File: config.mk
export PLATFORM = sky130hd
export DESIGN_NAME = snoop_cache_ctrl
export DESIGN_NICKNAME = d
export VERILOG_FILES = /design/src/rtl/snp_pkg.sv /design/src/rtl/snp_line_array.sv /design/src/rtl/snp_snoop_unit.sv /design/src/rtl/snoop_cache_ctrl.sv
export SDC_FILE = /design/constraint.sdc
export NUM_CORES = 1
export LEC_CHECK = 0
export BUFFER_PORTS_ARGS = -buffer_cell sky130_fd_sc_hd__clkbuf_2
export CAP_MARGIN = 5
export CORE_ASPECT_RATIO = 0.7
export CORE_MARGIN = 5
export CORE_UTILIZATION = 54
export CTS_BUF_LIST = sky130_fd_sc_hd__clkbuf_2 sky130_fd_sc_hd__clkbuf_4 sky130_fd_sc_hd__clkbuf_8
export CTS_CLUSTER_DIAMETER = 30
export CTS_CLUSTER_SIZE = 12
export DETAILED_ROUTE_END_ITERATION = 8
export PLACE_DENSITY = 0.79
export SLEW_MARGIN = 40
export SYNTH_ARGS = -nofsm -noshare
export SYNTH_HDL_FRONTEND = slang
export SYNTH_SLANG_ARGS = --single-unit
File: constraint.sdc
create_clock -name clk -period 3.2 [get_ports clk]
set_clock_uncertainty 0.1 [all_clocks]
set_input_delay 0.48 -clock clk [delete_from_list [all_inputs] [get_ports clk]]
set_output_delay 0.48 -clock clk [all_outputs]
set_load 0.01 [all_outputs]
File: src/rtl/snp_pkg.sv
package snp_pkg;
  typedef enum logic [1:0] {
    CMD_NONE = 2'd0,
    CMD_RD   = 2'd1,
    CMD_WR   = 2'd2,
    CMD_WB   = 2'd3
  } bus_cmd_e;

  typedef enum logic [1:0] {
    ST_IDLE  = 2'd0,
    ST_WB    = 2'd1,
    ST_ISSUE = 2'd2
  } ctl_state_e;
endpackage

File: src/rtl/snp_line_array.sv
module snp_line_array #(
  parameter int IDX_W  = 2,
  parameter int LINE_W = 17
) (
  input  logic              clk,
  input  logic              rst_n,
  input  logic [IDX_W-1:0]  ra_idx,
  output logic [LINE_W-1:0] ra_line,
  input  logic [IDX_W-1:0]  rb_idx,
  output logic [LINE_W-1:0] rb_line,
  input  logic              wa_en,
  input  logic [IDX_W-1:0]  wa_idx,
  input  logic [LINE_W-1:0] wa_line,
  input  logic              wb_en,
  input  logic [IDX_W-1:0]  wb_idx,
  input  logic [LINE_W-1:0] wb_line
);
  localparam int LINES = 1 << IDX_W;

  logic [LINE_W-1:0] mem [LINES];

  // Snoop port (b) wins over the controller port (a) on the same line.
  for (genvar g = 0; g < LINES; g++) begin : g_line
    always_ff @(posedge clk or negedge rst_n) begin
      if (!rst_n)                                mem[g] <= '0;
      else if (wb_en && wb_idx == IDX_W'(g))     mem[g] <= wb_line;
      else if (wa_en && wa_idx == IDX_W'(g))     mem[g] <= wa_line;
    end
  end

  assign ra_line = mem[ra_idx];
  assign rb_line = mem[rb_idx];
endmodule

File: src/rtl/snp_snoop_unit.sv
module snp_snoop_unit import snp_pkg::*; #(
  parameter int ADDR_W = 8,
  parameter int DATA_W = 8,
  parameter int IDX_W  = 2
) (
  input  logic              clk,
  input  logic              rst_n,
  input  logic              snp_valid,
  input  logic [1:0]        snp_cmd,
  input  logic [ADDR_W-1:0] snp_addr,
  input  logic [3+ADDR_W-IDX_W+DATA_W-1:0] line_in,
  output logic [IDX_W-1:0]  snp_idx,
  output logic              snp_shared,
  output logic              snp_abort,
  output logic [DATA_W-1:0] snp_data,
  output logic              upd_en,
  output logic [3+ADDR_W-IDX_W+DATA_W-1:0] upd_line
);
  localparam int TAG_W = ADDR_W - IDX_W;

  typedef struct packed {
    logic              valid;
    logic              excl;
    logic              dirty;
    logic [TAG_W-1:0]  tag;
    logic [DATA_W-1:0] data;
  } line_t;

  line_t cur, nxt;
  logic  match, is_rd, is_wr;

  assign cur     = line_t'(line_in);
  assign snp_idx = snp_addr[IDX_W-1:0];
  assign is_rd   = snp_valid && (bus_cmd_e'(snp_cmd) == CMD_RD);
  assign is_wr   = snp_valid && (bus_cmd_e'(snp_cmd) == CMD_WR);
  assign match   = cur.valid && (cur.tag == snp_addr[ADDR_W-1:IDX_W]);

  always_comb begin
    nxt        = cur;
    upd_en     = 1'b0;
    snp_shared = 1'b0;
    snp_abort  = 1'b0;
    if (match && (is_rd || is_wr)) begin
      upd_en    = 1'b1;
      snp_abort = cur.dirty;
      if (is_rd) begin
        snp_shared = 1'b1;
        nxt.excl   = 1'b0;     // ownership drops to shared, dirty kept
      end else begin
        nxt.valid  = 1'b0;
        nxt.excl   = 1'b0;
        nxt.dirty  = 1'b0;
      end
    end
  end

  assign snp_data = cur.data;
  assign upd_line = nxt;

  // abort only in answer to a snooped miss
  p_abort_needs_miss_r8: assert property (@(posedge clk) disable iff (!rst_n)
    snp_abort |-> (snp_valid && (snp_cmd == 2'd1 || snp_cmd == 2'd2)));

  // snooped write-backs change nothing
  p_wb_snoop_silent_r12: assert property (@(posedge clk) disable iff (!rst_n)
    (snp_valid && snp_cmd == 2'd3) |-> (!snp_shared && !snp_abort && !upd_en));
endmodule

File: src/rtl/snoop_cache_ctrl.sv
module snoop_cache_ctrl import snp_pkg::*; #(
  parameter int ADDR_W = 8,
  parameter int DATA_W = 8,
  parameter int IDX_W  = 2
) (
  input  logic              clk,
  input  logic              rst_n,
  input  logic              cpu_valid,
  input  logic              cpu_wr,
  input  logic [ADDR_W-1:0] cpu_addr,
  input  logic [DATA_W-1:0] cpu_wdata,
  output logic              cpu_ready,
  output logic [DATA_W-1:0] cpu_rdata,
  output logic              bus_req,
  input  logic              bus_gnt,
  output logic [1:0]        bus_cmd,
  output logic [ADDR_W-1:0] bus_addr,
  output logic [DATA_W-1:0] bus_wdata,
  input  logic [DATA_W-1:0] bus_fill_data,
  input  logic              bus_shared_in,
  input  logic              snp_valid,
  input  logic [1:0]        snp_cmd,
  input  logic [ADDR_W-1:0] snp_addr,
  output logic              snp_shared,
  output logic              snp_abort,
  output logic [DATA_W-1:0] snp_data
);
  localparam int TAG_W  = ADDR_W - IDX_W;
  localparam int LINE_W = 3 + TAG_W + DATA_W;

  typedef struct packed {
    logic              valid;
    logic              excl;
    logic              dirty;
    logic [TAG_W-1:0]  tag;
    logic [DATA_W-1:0] data;
  } line_t;

  ctl_state_e        state, nxt_state;
  bus_cmd_e          cmd_c;
  line_t             ent_c, wa_line;
  logic [LINE_W-1:0] ra_raw, rb_raw, upd_raw;
  logic              wa_en, upd_en;
  logic [IDX_W-1:0]  idx_c, snp_idx;
  logic [TAG_W-1:0]  tag_c;
  logic              tag_hit, clash, victim_dirty;

  assign idx_c = cpu_addr[IDX_W-1:0];
  assign tag_c = cpu_addr[ADDR_W-1:IDX_W];
  assign ent_c = line_t'(ra_raw);

  snp_line_array #(.IDX_W(IDX_W), .LINE_W(LINE_W)) u_array (
    .clk(clk), .rst_n(rst_n),
    .ra_idx(idx_c), .ra_line(ra_raw),
    .rb_idx(snp_idx), .rb_line(rb_raw),
    .wa_en(wa_en), .wa_idx(idx_c), .wa_line(wa_line),
    .wb_en(upd_en), .wb_idx(snp_idx), .wb_line(upd_raw)
  );

  snp_snoop_unit #(.ADDR_W(ADDR_W), .DATA_W(DATA_W), .IDX_W(IDX_W)) u_snoop (
    .clk(clk), .rst_n(rst_n),
    .snp_valid(snp_valid), .snp_cmd(snp_cmd), .snp_addr(snp_addr),
    .line_in(rb_raw), .snp_idx(snp_idx),
    .snp_shared(snp_shared), .snp_abort(snp_abort), .snp_data(snp_data),
    .upd_en(upd_en), .upd_line(upd_raw)
  );

  assign tag_hit      = ent_c.valid && (ent_c.tag == tag_c);
  assign clash        = snp_valid && (snp_idx == idx_c);
  assign victim_dirty = ent_c.valid && ent_c.dirty && !tag_hit;

  always_comb begin
    nxt_state = state;
    cpu_ready = 1'b0;
    bus_req   = 1'b0;
    cmd_c     = CMD_NONE;
    bus_addr  = cpu_addr;
    bus_wdata = '0;
    wa_en     = 1'b0;
    wa_line   = ent_c;
    unique case (state)
      ST_IDLE: begin
        cpu_ready = cpu_valid && !clash && tag_hit && (!cpu_wr || ent_c.excl);
        if (cpu_ready && cpu_wr) begin
          wa_en         = 1'b1;
          wa_line.data  = cpu_wdata;
          wa_line.dirty = 1'b1;
        end else if (cpu_valid && !clash && !cpu_ready) begin
          nxt_state = victim_dirty ? ST_WB : ST_ISSUE;
        end
      end
      ST_WB: begin
        bus_req = victim_dirty;
        if (!victim_dirty) begin
          nxt_state = ST_ISSUE;          // victim lost to a snoop: skip write-back
        end else if (bus_gnt) begin
          cmd_c         = CMD_WB;
          bus_addr      = {ent_c.tag, idx_c};
          bus_wdata     = ent_c.data;
          wa_en         = 1'b1;
          wa_line.valid = 1'b0;
          wa_line.excl  = 1'b0;
          wa_line.dirty = 1'b0;
          nxt_state     = ST_ISSUE;
        end
      end
      ST_ISSUE: begin
        bus_req = 1'b1;
        if (bus_gnt) begin
          cmd_c         = cpu_wr ? CMD_WR : CMD_RD;
          wa_en         = 1'b1;
          wa_line.valid = 1'b1;
          wa_line.tag   = tag_c;
          if (cpu_wr) begin
            wa_line.excl = 1'b1;
            if (!tag_hit) begin
              wa_line.data  = bus_fill_data;
              wa_line.dirty = 1'b0;
            end
          end else begin
            wa_line.excl  = !bus_shared_in;
            wa_line.data  = bus_fill_data;
            wa_line.dirty = 1'b0;
          end
          nxt_state = ST_IDLE;
        end
      end
      default: nxt_state = ST_IDLE;
    endcase
  end

  always_ff @(posedge clk or negedge rst_n) begin
    if (!rst_n) state <= ST_IDLE;
    else        state <= nxt_state;
  end

  assign bus_cmd   = cmd_c;
  assign cpu_rdata = ent_c.data;

  // no transaction without the bus
  p_cmd_only_on_gnt_r6: assert property (@(posedge clk) disable iff (!rst_n)
    (bus_cmd != 2'd0) |-> bus_gnt);

  // a waiting fill keeps requesting
  p_fill_req_held_r6: assert property (@(posedge clk) disable iff (!rst_n)
    (state == ST_ISSUE && !bus_gnt) |=> bus_req);

  // a write-back is always followed by the fill request
  p_fill_after_wb_r10: assert property (@(posedge clk) disable iff (!rst_n)
    (bus_cmd == 2'd3) |=> (bus_req && state == ST_ISSUE));

  // a snoop on the same index blocks completion
  p_stall_on_clash_r11: assert property (@(posedge clk) disable iff (!rst_n)
    (cpu_valid && snp_valid && snp_addr[IDX_W-1:0] == cpu_addr[IDX_W-1:0]) |-> !cpu_ready);

  // a completing request never occupies the bus
  p_hit_is_local_r4: assert property (@(posedge clk) disable iff (!rst_n)
    cpu_ready |-> (!bus_req && bus_cmd == 2'd0));

  // an unanswered request holds its fields
  p_req_held_r2: assert property (@(posedge clk) disable iff (!rst_n)
    (cpu_valid && !cpu_ready) |=> (cpu_valid && $stable(cpu_addr) && $stable(cpu_wr)));
endmodule

# Word-level counts from Yosys, hierarchy flattened
# Index checks and enable logic that the tools add are counted.
# word_totals
out_inout_bits	38
reg_bits	70
# op_classes
n_bitwise	2
n_eq_ne	17
n_lt_le_gt_ge	2
n_mux	58
n_reduce_logical	36
# ops
op	n
17-bit two-way mux	13
8-bit two-way mux	9
17-bit binary-select mux with 2-bit select	2
2-bit two-way mux	11
1-bit logical AND	21
8-bit one-hot mux with 2 select lines	1
2-bit == test, second input constant	6
6-bit == test	2
1-bit two-way mux	12
3-bit two-way mux	3
2-bit by 1-bit == test with 1-bit output, second input constant	4
2-bit one-hot mux with 2 select lines	2
2-bit nonzero test	4
3-bit greater-or-equal comparator, second input constant	2
2-bit logical NOT	3
6-bit two-way mux	1
2-bit != test, second input constant	3
2-bit NOT with 3-bit output	2
1-bit one-hot mux with 3 select lines	2
2-bit one-hot mux with 3 select lines	1
1-bit logical NOT	5
4-bit AND reduction	1
3-bit != test, second input constant	1
2-bit == test	1
2 further kinds	3

# Depth between registers and ports, before layout
# Gate-level depths: netlist of run 1.
# depth
ltp_word	14
depth_mapped	11
ltp_nobuf	8

# Modules after synthesis
# From an unflattened synthesis of run 1, not the netlist that was laid out.
# unflattened
cells_unflattened	614
area_unflattened_um2	5393.9
# modules_own_cells
mod	n_inst	area_per_inst_um2	cells_each
snp_line_array	1	3952.5	422
snoop_cache_ctrl	1	1059.8	139
snp_snoop_unit	1	381.6	53

# Worst setup path before layout of run 1
# Ideal clock, no wire load.
# synth_timing
path_kind	input-to-output
start	input cpu_addr[0]
end	output bus_wdata[4]
cell_stages	8
slack_ns	0.048
path_buffers	4
t_arrival_ns	2.572
cell_sequence	buf_2 -> buf_4 -> mux4_2 -> nand4_2 -> o2111a_1 -> clkbuf_1 -> clkbuf_1 -> and2_1
# synth_via
elab_chain_cells	10
word_cells_on_any_way	12
cone_classes	eq/ne: 1; mux: 6; bitwise: 1; reduce/logical: 4
# synth_rtl
item	line	source
start: declaration	snoop_cache_ctrl.sv:10	input logic [ADDR_W-1:0] cpu_addr,
2-bit NOT with 3-bit output (implied by the code) (*)	snp_line_array.sv:31	assign ra_line = mem[ra_idx];
17-bit binary-select mux with 2-bit select (*)	snp_line_array.sv:31	
17-bit two-way mux (implied by the code) (*) (2 in a row)	snp_line_array.sv:31	
6-bit == test	snoop_cache_ctrl.sv:68	assign tag_hit = ent_c.valid && (ent_c.tag == tag_c);
1-bit logical AND	snoop_cache_ctrl.sv:68	
1-bit logical NOT	n/a	
1-bit logical AND	snoop_cache_ctrl.sv:70	assign victim_dirty = ent_c.valid && ent_c.dirty && !tag_hit;
8-bit two-way mux (*)	snoop_cache_ctrl.sv:94	if (!victim_dirty) begin
8-bit two-way mux (*)	snoop_cache_ctrl.sv:81	unique case (state)
end: declaration	snoop_cache_ctrl.sv:18	output logic [DATA_W-1:0] bus_wdata,
# Mark *: on every way between the ends. The rest lies on a longest branch, timed or not. The select of a mux whose other input is x is not followed.

# Worst setup path in the final report of run 1
# layout_timing
start	input cpu_addr[0]
end	output bus_wdata[1]
# Same word-level chain as after synthesis.

==> impl_metrics.tcl, run 1 <==
set metrics [dict create \
    hp-class "in2async" \
    grt_usage 0.319 \
    antennaDiodeCount 0 \
    endpoint_kind "output pin" \
    finalWirelength_um 18500 \
    synth_ff_type "dfrtp_1" \
    synth_top_family_by_area "simple AND/OR/NAND/NOR gates" \
    worst_slack_ns 0.0522 \
    worst_path_max_delay_cell "mux4_2" \
    grt_max_degree 27 \
    htree_levels 3 \
    vias 5542 \
    viasPerCell 6.62 \
    path_class "in2out" \
    portBuffers 78 \
    cts_sinks 70 \
    synth_edf_count 0 \
    setup_violations 0 \
    area_growth_pct 27.5 \
    wl_per_cell_um 22.1 \
    cts_root_buf "clkbuf_8" \
    place_ws_ns -0.250 \
    mostFrequentLayoutCell "nand2_1" \
    ff2ff_path_depth 11 \
    cp_top_family "buffers and inverters" \
    violations "hold timing" \
    numCtsBuffers 9 \
    dr.pass1.iters 6 \
    clk_pin_slew_ns 0.08 \
    synth.avg_cell_area_um2 9.09 \
    routabilityCongestion 0.997 \
    worstMarginPinSlew_ns 0.685 \
    antenna_found_initial 0 \
    final.period_utilization 0.984 \
    drt_iter0_drc 813 \
    ys_ff_latch 70 \
    max_cap_violations 0 \
    clock_latency_ns 0.37 \
    hold_viol 21 \
    grt_pass1_vias 5588 \
    internal_power_uw 3120 \
    status "complete, but fails checks" \
    synth_warnings 0 \
    grt_overflow 0 \
    synth_cell_type_count 56 \
    die_h_um 91.7 \
    initial_core_util 0.561 \
    synth-simple-area-share 0.205 \
    io_pins 79 \
    period_minus_slack_ns 3.15 \
    start_kind "input pin" \
    p_switching_uw 2310 \
    cts_hold_buf 0 \
    holdWs_ns -0.0126 \
    sequentialPowerShare 0.308 \
    grt_pass1_wl_um 29200 \
    relSlewSlack 0.542 \
    r2r_slack_ns 0.13 \
    max_freq_ghz 0.318 \
    nets 753 \
    drive_gt1_frac 0.342 \
    drc 0 \
    worstPathArrival_ns 2.57 \
    layout_common_cells "101 x nand2_1, 86 x buf_4, 76 x clkbuf_2" \
    synth_mux_area_frac 0.193 \
    seq_area_frac_synth 0.340 \
    cp_data_required_time_ns 2.62 \
    p_leak_uw 0.00290 \
    core_mm2 0.00918 \
    synth_fp_nets 611 \
    std_cell_rows 29 \
    ir_worst_vdd_uv 487 \
    rr_startpoint "u_array.mem[30]$_DFFE_PN0P_" \
    synth_xor_area_frac 0.0255 \
    yosys.area_share.adder 0.00972 \
    p_total_uw 5440 \
    die-area_mm2 0.0116 \
    r2r_end "u_array.mem[43]$_DFFE_PN0P_" \
    worstPathMaxFanout 8 \
    die_x_um 127 \
    syn_area_mm2 0.00515 \
    clockBufferDepth 2 \
    cts_tree "built" \
    async_reset_ff_frac 1.00 \
    hpwl_um 13700 \
    swShare 0.425 \
    max_stage_delay_ns 0.55 \
    power_frac_clock 0.152 \
    path_buf_inv 4 \
    syn_inst 566 \
    cpMostUsedCell "buf_4" \
    synth_compound_gate_area_share 0.176 \
    cp_cell_sequence "clkbuf_4 -> buf_4 -> mux4_2 -> xnor2_2 -> nand4_2 -> o2111a_2 -> buf_4 -> and2_1 -> clkbuf_2" \
    power_density_mw_per_mm2 829 \
    slew_violations 0 \
    p_comb_frac 0.539 \
    ant_nets 0 \
]
## repair_timing
| item | 4_1_cts | 5_1_grt |
|---|---|---|
| setup buffers | 4 | 4 |
| endpoints found under the setup margin | 20 | 19 |
| pin swaps | 3 | 4 |
| hold endpoints to repair | 0 | 0 |
| resized for setup | 5 | 10 |
## per-stage QoR
step	hold slack (ns)	setup TNS, ns	area (um^2)	util	instances
after detailed placement	0.392	-10.25	6210	0.676	813
after global placement	0.376	-3.92	6210	0.676	813
after CTS	0.00368	0	6480	0.706	833
after floorplan	0.0844	0	5150	-	566
after global routing	0.0340	-0.306	6560	0.715	837
final	-0.0126	0	6560	0.715	837
## area by class of cell
| class | count | area, um^2 |
|---|---|---|
| Clock inverter | 5 | 81.3 |
| Sequential cell | 70 | 1750 |
| Tap cell | 124 | 155 |
| Timing Repair Buffer | 171 | 1160 |
| Inverter | 18 | 67.6 |
| Clock buffer | 11 | 145 |
| Fill cell | 658 | 2620 |
| Multi-Input combinational cell | 438 | 3200 |
## power groups by stage
stage                     clock network (uW)  registers, uW  logic [uW]
after floorplan                            0           1520        1810
after global placement                     0           1600        2640
after detailed placement                   0           1660        2780
after CTS                                833           1640        2810
after global routing                     868           1710        3140
final                                    829           1680        2930
## sequential cells by signal, indices dropped and copies added (netlist names)
signal / cells
u_array.mem: 68
state: 2
## routing by layer
metal | wire length (um) | track usage | part of all wire | up-vias
li1 | - | - | - | 2360
met1 | 6750 | 0.415 | 0.36 | 2621
met3 | 2590 | 0.0970 | 0.14 | 79
met5 | 0 | 0 | 0 | -
met4 | 554 | 0.123 | 0.030 | 0
met2 | 8610 | 0.505 | 0.47 | 482
## cells by family after synthesis
kind of cell,count (synthesis)
DFF,70
buffers and inverters,58
muxes,58
and+or+nand+nor,230
xor gates and xnor gates,15
adders and majority gates,4
AOI/OAI and AO/OA,131
## worst max-delay path by stage
stage	from	end	slack [ns]	cells after the start
final	cpu_addr[0]	bus_wdata[1]	0.05	9
after global routing	cpu_addr[0]	bus_addr[7]	-0.05	11
after CTS	u_array.mem[13]$_DFFE_PN0P_	bus_wdata[1]	0.02	8
after detailed placement	cpu_addr[0]	bus_wdata[1]	-0.25	9
after global placement	cpu_addr[0]	u_array.mem[28]$_DFFE_PN0P_	-0.19	11
after floorplan	cpu_addr[0]	bus_wdata[4]	0.05	8
## cell usage after synthesis, drive strengths merged (2+ instances only)
master	n	area [um^2]
a221o	2	20.0
mux2i	25	250
a2bb2oi	2	17.5
o2bb2ai	3	26.3
a211oi	20	160
dfrtp	70	1750
o31a	2	17.5
inv	18	67.6
ha	4	50.1
xor2	7	61.3
a21oi	4	20.0
o21ai	63	315
mux4	33	743
nand2b	2	12.5
nor2	42	168
nor2b	4	25.0
xnor2	8	70.1
nor4	2	12.5
and3	5	31.3
nor3	47	235
nand3	8	40.0
o211a	2	20.0
or2	2	12.5
clkbuf	15	56.3
o22ai	4	25.0
o211ai	5	37.5
a21boi	2	15.0
a211o	4	35.0
nand4	2	18.8
buf	25	136
o31ai	2	15.0
o221a	7	78.8
nand2	101	379
and2	11	68.8
No activity file was read; power rests on OpenSTA's default activity.
==> run 2: changes to the inputs <==
CTS_CLUSTER_SIZE = 10   (was 12)
MAX_ROUTING_LAYER = met4   (was unset)
PLACE_DENSITY = unset   (was 0.79)
PLACE_DENSITY_LB_ADDON = 0.05   (was unset)
==> run 2 against run 1 <==
Net effect: the flow finishes with violations (setup timing); clock power down 22%; fmax shrank 2.1%; combinational power rose by 2%; worst setup slack worse by 0.068 ns; hold slack better by 0.022 ns; via count fell by 1.8%; utilization grew 0.42 points; sequential power fell by 2%; final cell count increased by 0.84%; flip-flop and latch count is the same; critical path type is now reg2out; largest cell class unchanged; largest power group unchanged; highest routed layer unchanged.
==> impl_metrics.tcl, run 2 (synthesis results as in run 1) <==
set metrics [dict create \
    antenna_found_initial 0 \
    violations "setup timing" \
    layout_common_cells "101 x nand2_1, 95 x buf_4, 70 x dfrtp_1" \
    hold_viol 0 \
    worst_slack_ns -0.0155 \
    max_freq_ghz 0.311 \
    initial_core_util 0.561 \
    holdWs_ns 0.00986 \
    dr.pass1.iters 5 \
    hpwl_um 13500 \
    area_growth_pct 28.2 \
    rsz0062_at_grt "yes" \
    power_density_mw_per_mm2 801 \
    start_kind "flip-flop" \
    grt_usage 0.330 \
    path_buf_inv 3 \
    io_pins 79 \
    worst_path_max_delay_cell "mux4_2" \
    cp_cell_sequence "mux4_2 -> xnor2_2 -> buf_4 -> nand4_4 -> o2111a_2 -> buf_6 -> o21a_1 -> buf_2" \
    registers.top_by_ff_count "u_array.mem" \
    std_cell_rows 29 \
    path_class "reg2out" \
    drt_iter0_drc 894 \
    clockBufferDepth 2 \
    place_ws_ns -0.299 \
    drive_gt1_frac 0.357 \
    htree_levels 3 \
    slew_violations 0 \
    die-area_mm2 0.0116 \
    placed_cells 818 \
    grt_overflow 0 \
    die_x_um 127 \
    die_h_um 91.7 \
    max_cap_violations 0 \
    ff2ff_path_depth 11 \
    final_cell_count_no_fill 844 \
    period_minus_slack_ns 3.22 \
    portBuffers 78 \
    vias 5445 \
    viasPerCell 6.45 \
    drc 0 \
    cts_sinks 70 \
    setup_violations 3 \
    cts_root_buf "clkbuf_8" \
    hp-class "in2async" \
    worstPathArrival_ns 2.64 \
    rr_startpoint "u_array.mem[13]$_DFFE_PN0P_" \
    largest_reg_flops 68 \
    r2r_end "u_array.mem[40]$_DFFE_PN0P_" \
    nets 761 \
    finalWirelength_um 18600 \
    core_mm2 0.00918 \
    r2r_slack_ns 0 \
    cts_tree "built" \
    reg_top3 "u_array.mem (68), state (2)" \
    status "complete, but fails checks" \
    wl_per_cell_um 22.1 \
    ir_worst_vdd_uv 469 \
    max_stage_delay_ns 0.54 \
    cts_hold_buf 0 \
    clk_pin_slew_ns 0.08 \
    cp_data_required_time_ns 2.62 \
    relSlewSlack 0.588 \
    grt_max_degree 30 \
    fillers 708 \
    mostFrequentLayoutCell "nand2_1" \
    grt_pass1_vias 5397 \
    p_leak_uw 0.00291 \
    numCtsBuffers 9 \
    routabilityCongestion 0.972 \
    final.period_utilization 1.00 \
    worstPathMaxFanout 5 \
    clock_latency_ns 0.36 \
    cp_top_family "multiplexers" \
    worstMarginPinSlew_ns 0.615 \
    grt_pass1_wl_um 28900 \
    ant_nets 0 \
    p_total_uw 5290 \
    antennaDiodeCount 0 \
    startpoint "u_array.mem[13]$_DFFE_PN0P_" \
    endpoint_kind "output pin" \
]
## run 2: changes by cell type in the layout (fill, tap and decap cells not counted), moves of 2 or more
cell / change
buf_4: +9
buf_6: +8
clkbuf_2: -7
and2_1: -5
and2_4: +5
buf_12: -4
buf_2: +2
bufinv_16: -2
or2_1: -2
or2_4: +2
## run 2: power breakdown
group	internal, uW	total, uW	switching (uW)
clock	292	649	357
combinational	1400	3000	1600
sequential	1300	1640	334
total	3000	5290	2290
## run 2: final cells by class
cell class	instances	area (um^2)	area share
Multi-Input combinational cell	438	3250	0.492
Timing Repair Buffer	179	1210	0.184
Tap cell	124	155	0.0235
Clock buffer	11	139	0.0210
Clock inverter	4	25.0	0.00379
Inverter	18	67.6	0.0102
Sequential cell	70	1750	0.265
## run 2: how the worst max path moves through the flow
stage	to	slack (ns)	cells past startpoint
floorplan	bus_wdata[4]	0.05	8
global placement	u_array.mem[45]$_DFFE_PN0P_	-0.31	11
detailed placement	u_array.mem[47]$_DFFE_PN0P_	-0.30	11
CTS	bus_addr[7]	0.0002	9
global route	bus_cmd[0]	-0.07	8
finish	bus_cmd[0]	-0.02	8
## run 2: worst reg2reg max path: cells and delay by family, from the launching register on
family | cells | cell delay, ns
AOI/OAI and AO/OA | 3 | 1.01
buffers and inverters | 4 | 0.66
DFF | 1 | 0.41
xor gates and xnor gates | 1 | 0.22
and+or+nand+nor | 2 | 0.17
muxes | 1 | 0.54
## run 2: per-stage QoR
step                      cell area [um^2]  setup TNS [ns]   util
after floorplan                       5150               0      -
after global placement                6190          -12.88  0.675
after detailed placement              6190          -15.82  0.675
after CTS                             6430               0  0.701
after global routing                  6600          -0.809  0.719
final                                 6600         -0.0263  0.719
## run 2: what timing repair did
action | in CTS | in global routing
setup buffers | 4 | 7
pin swaps | 3 | 12
setup endpoints to repair | 20 | 20
gates resized for setup | 9 | 30
hold endpoints to repair | 0 | 0
## run 2: per-layer routing
metal  track usage  vias up  wire [um]  share of wire
met2         0.455      420       8070           0.43
met5             -        -          0              0
li1              -     2368          -              -
met4         0.112        0        488          0.026
met3        0.0859       56       2540           0.14
met1         0.472     2601       7540           0.40
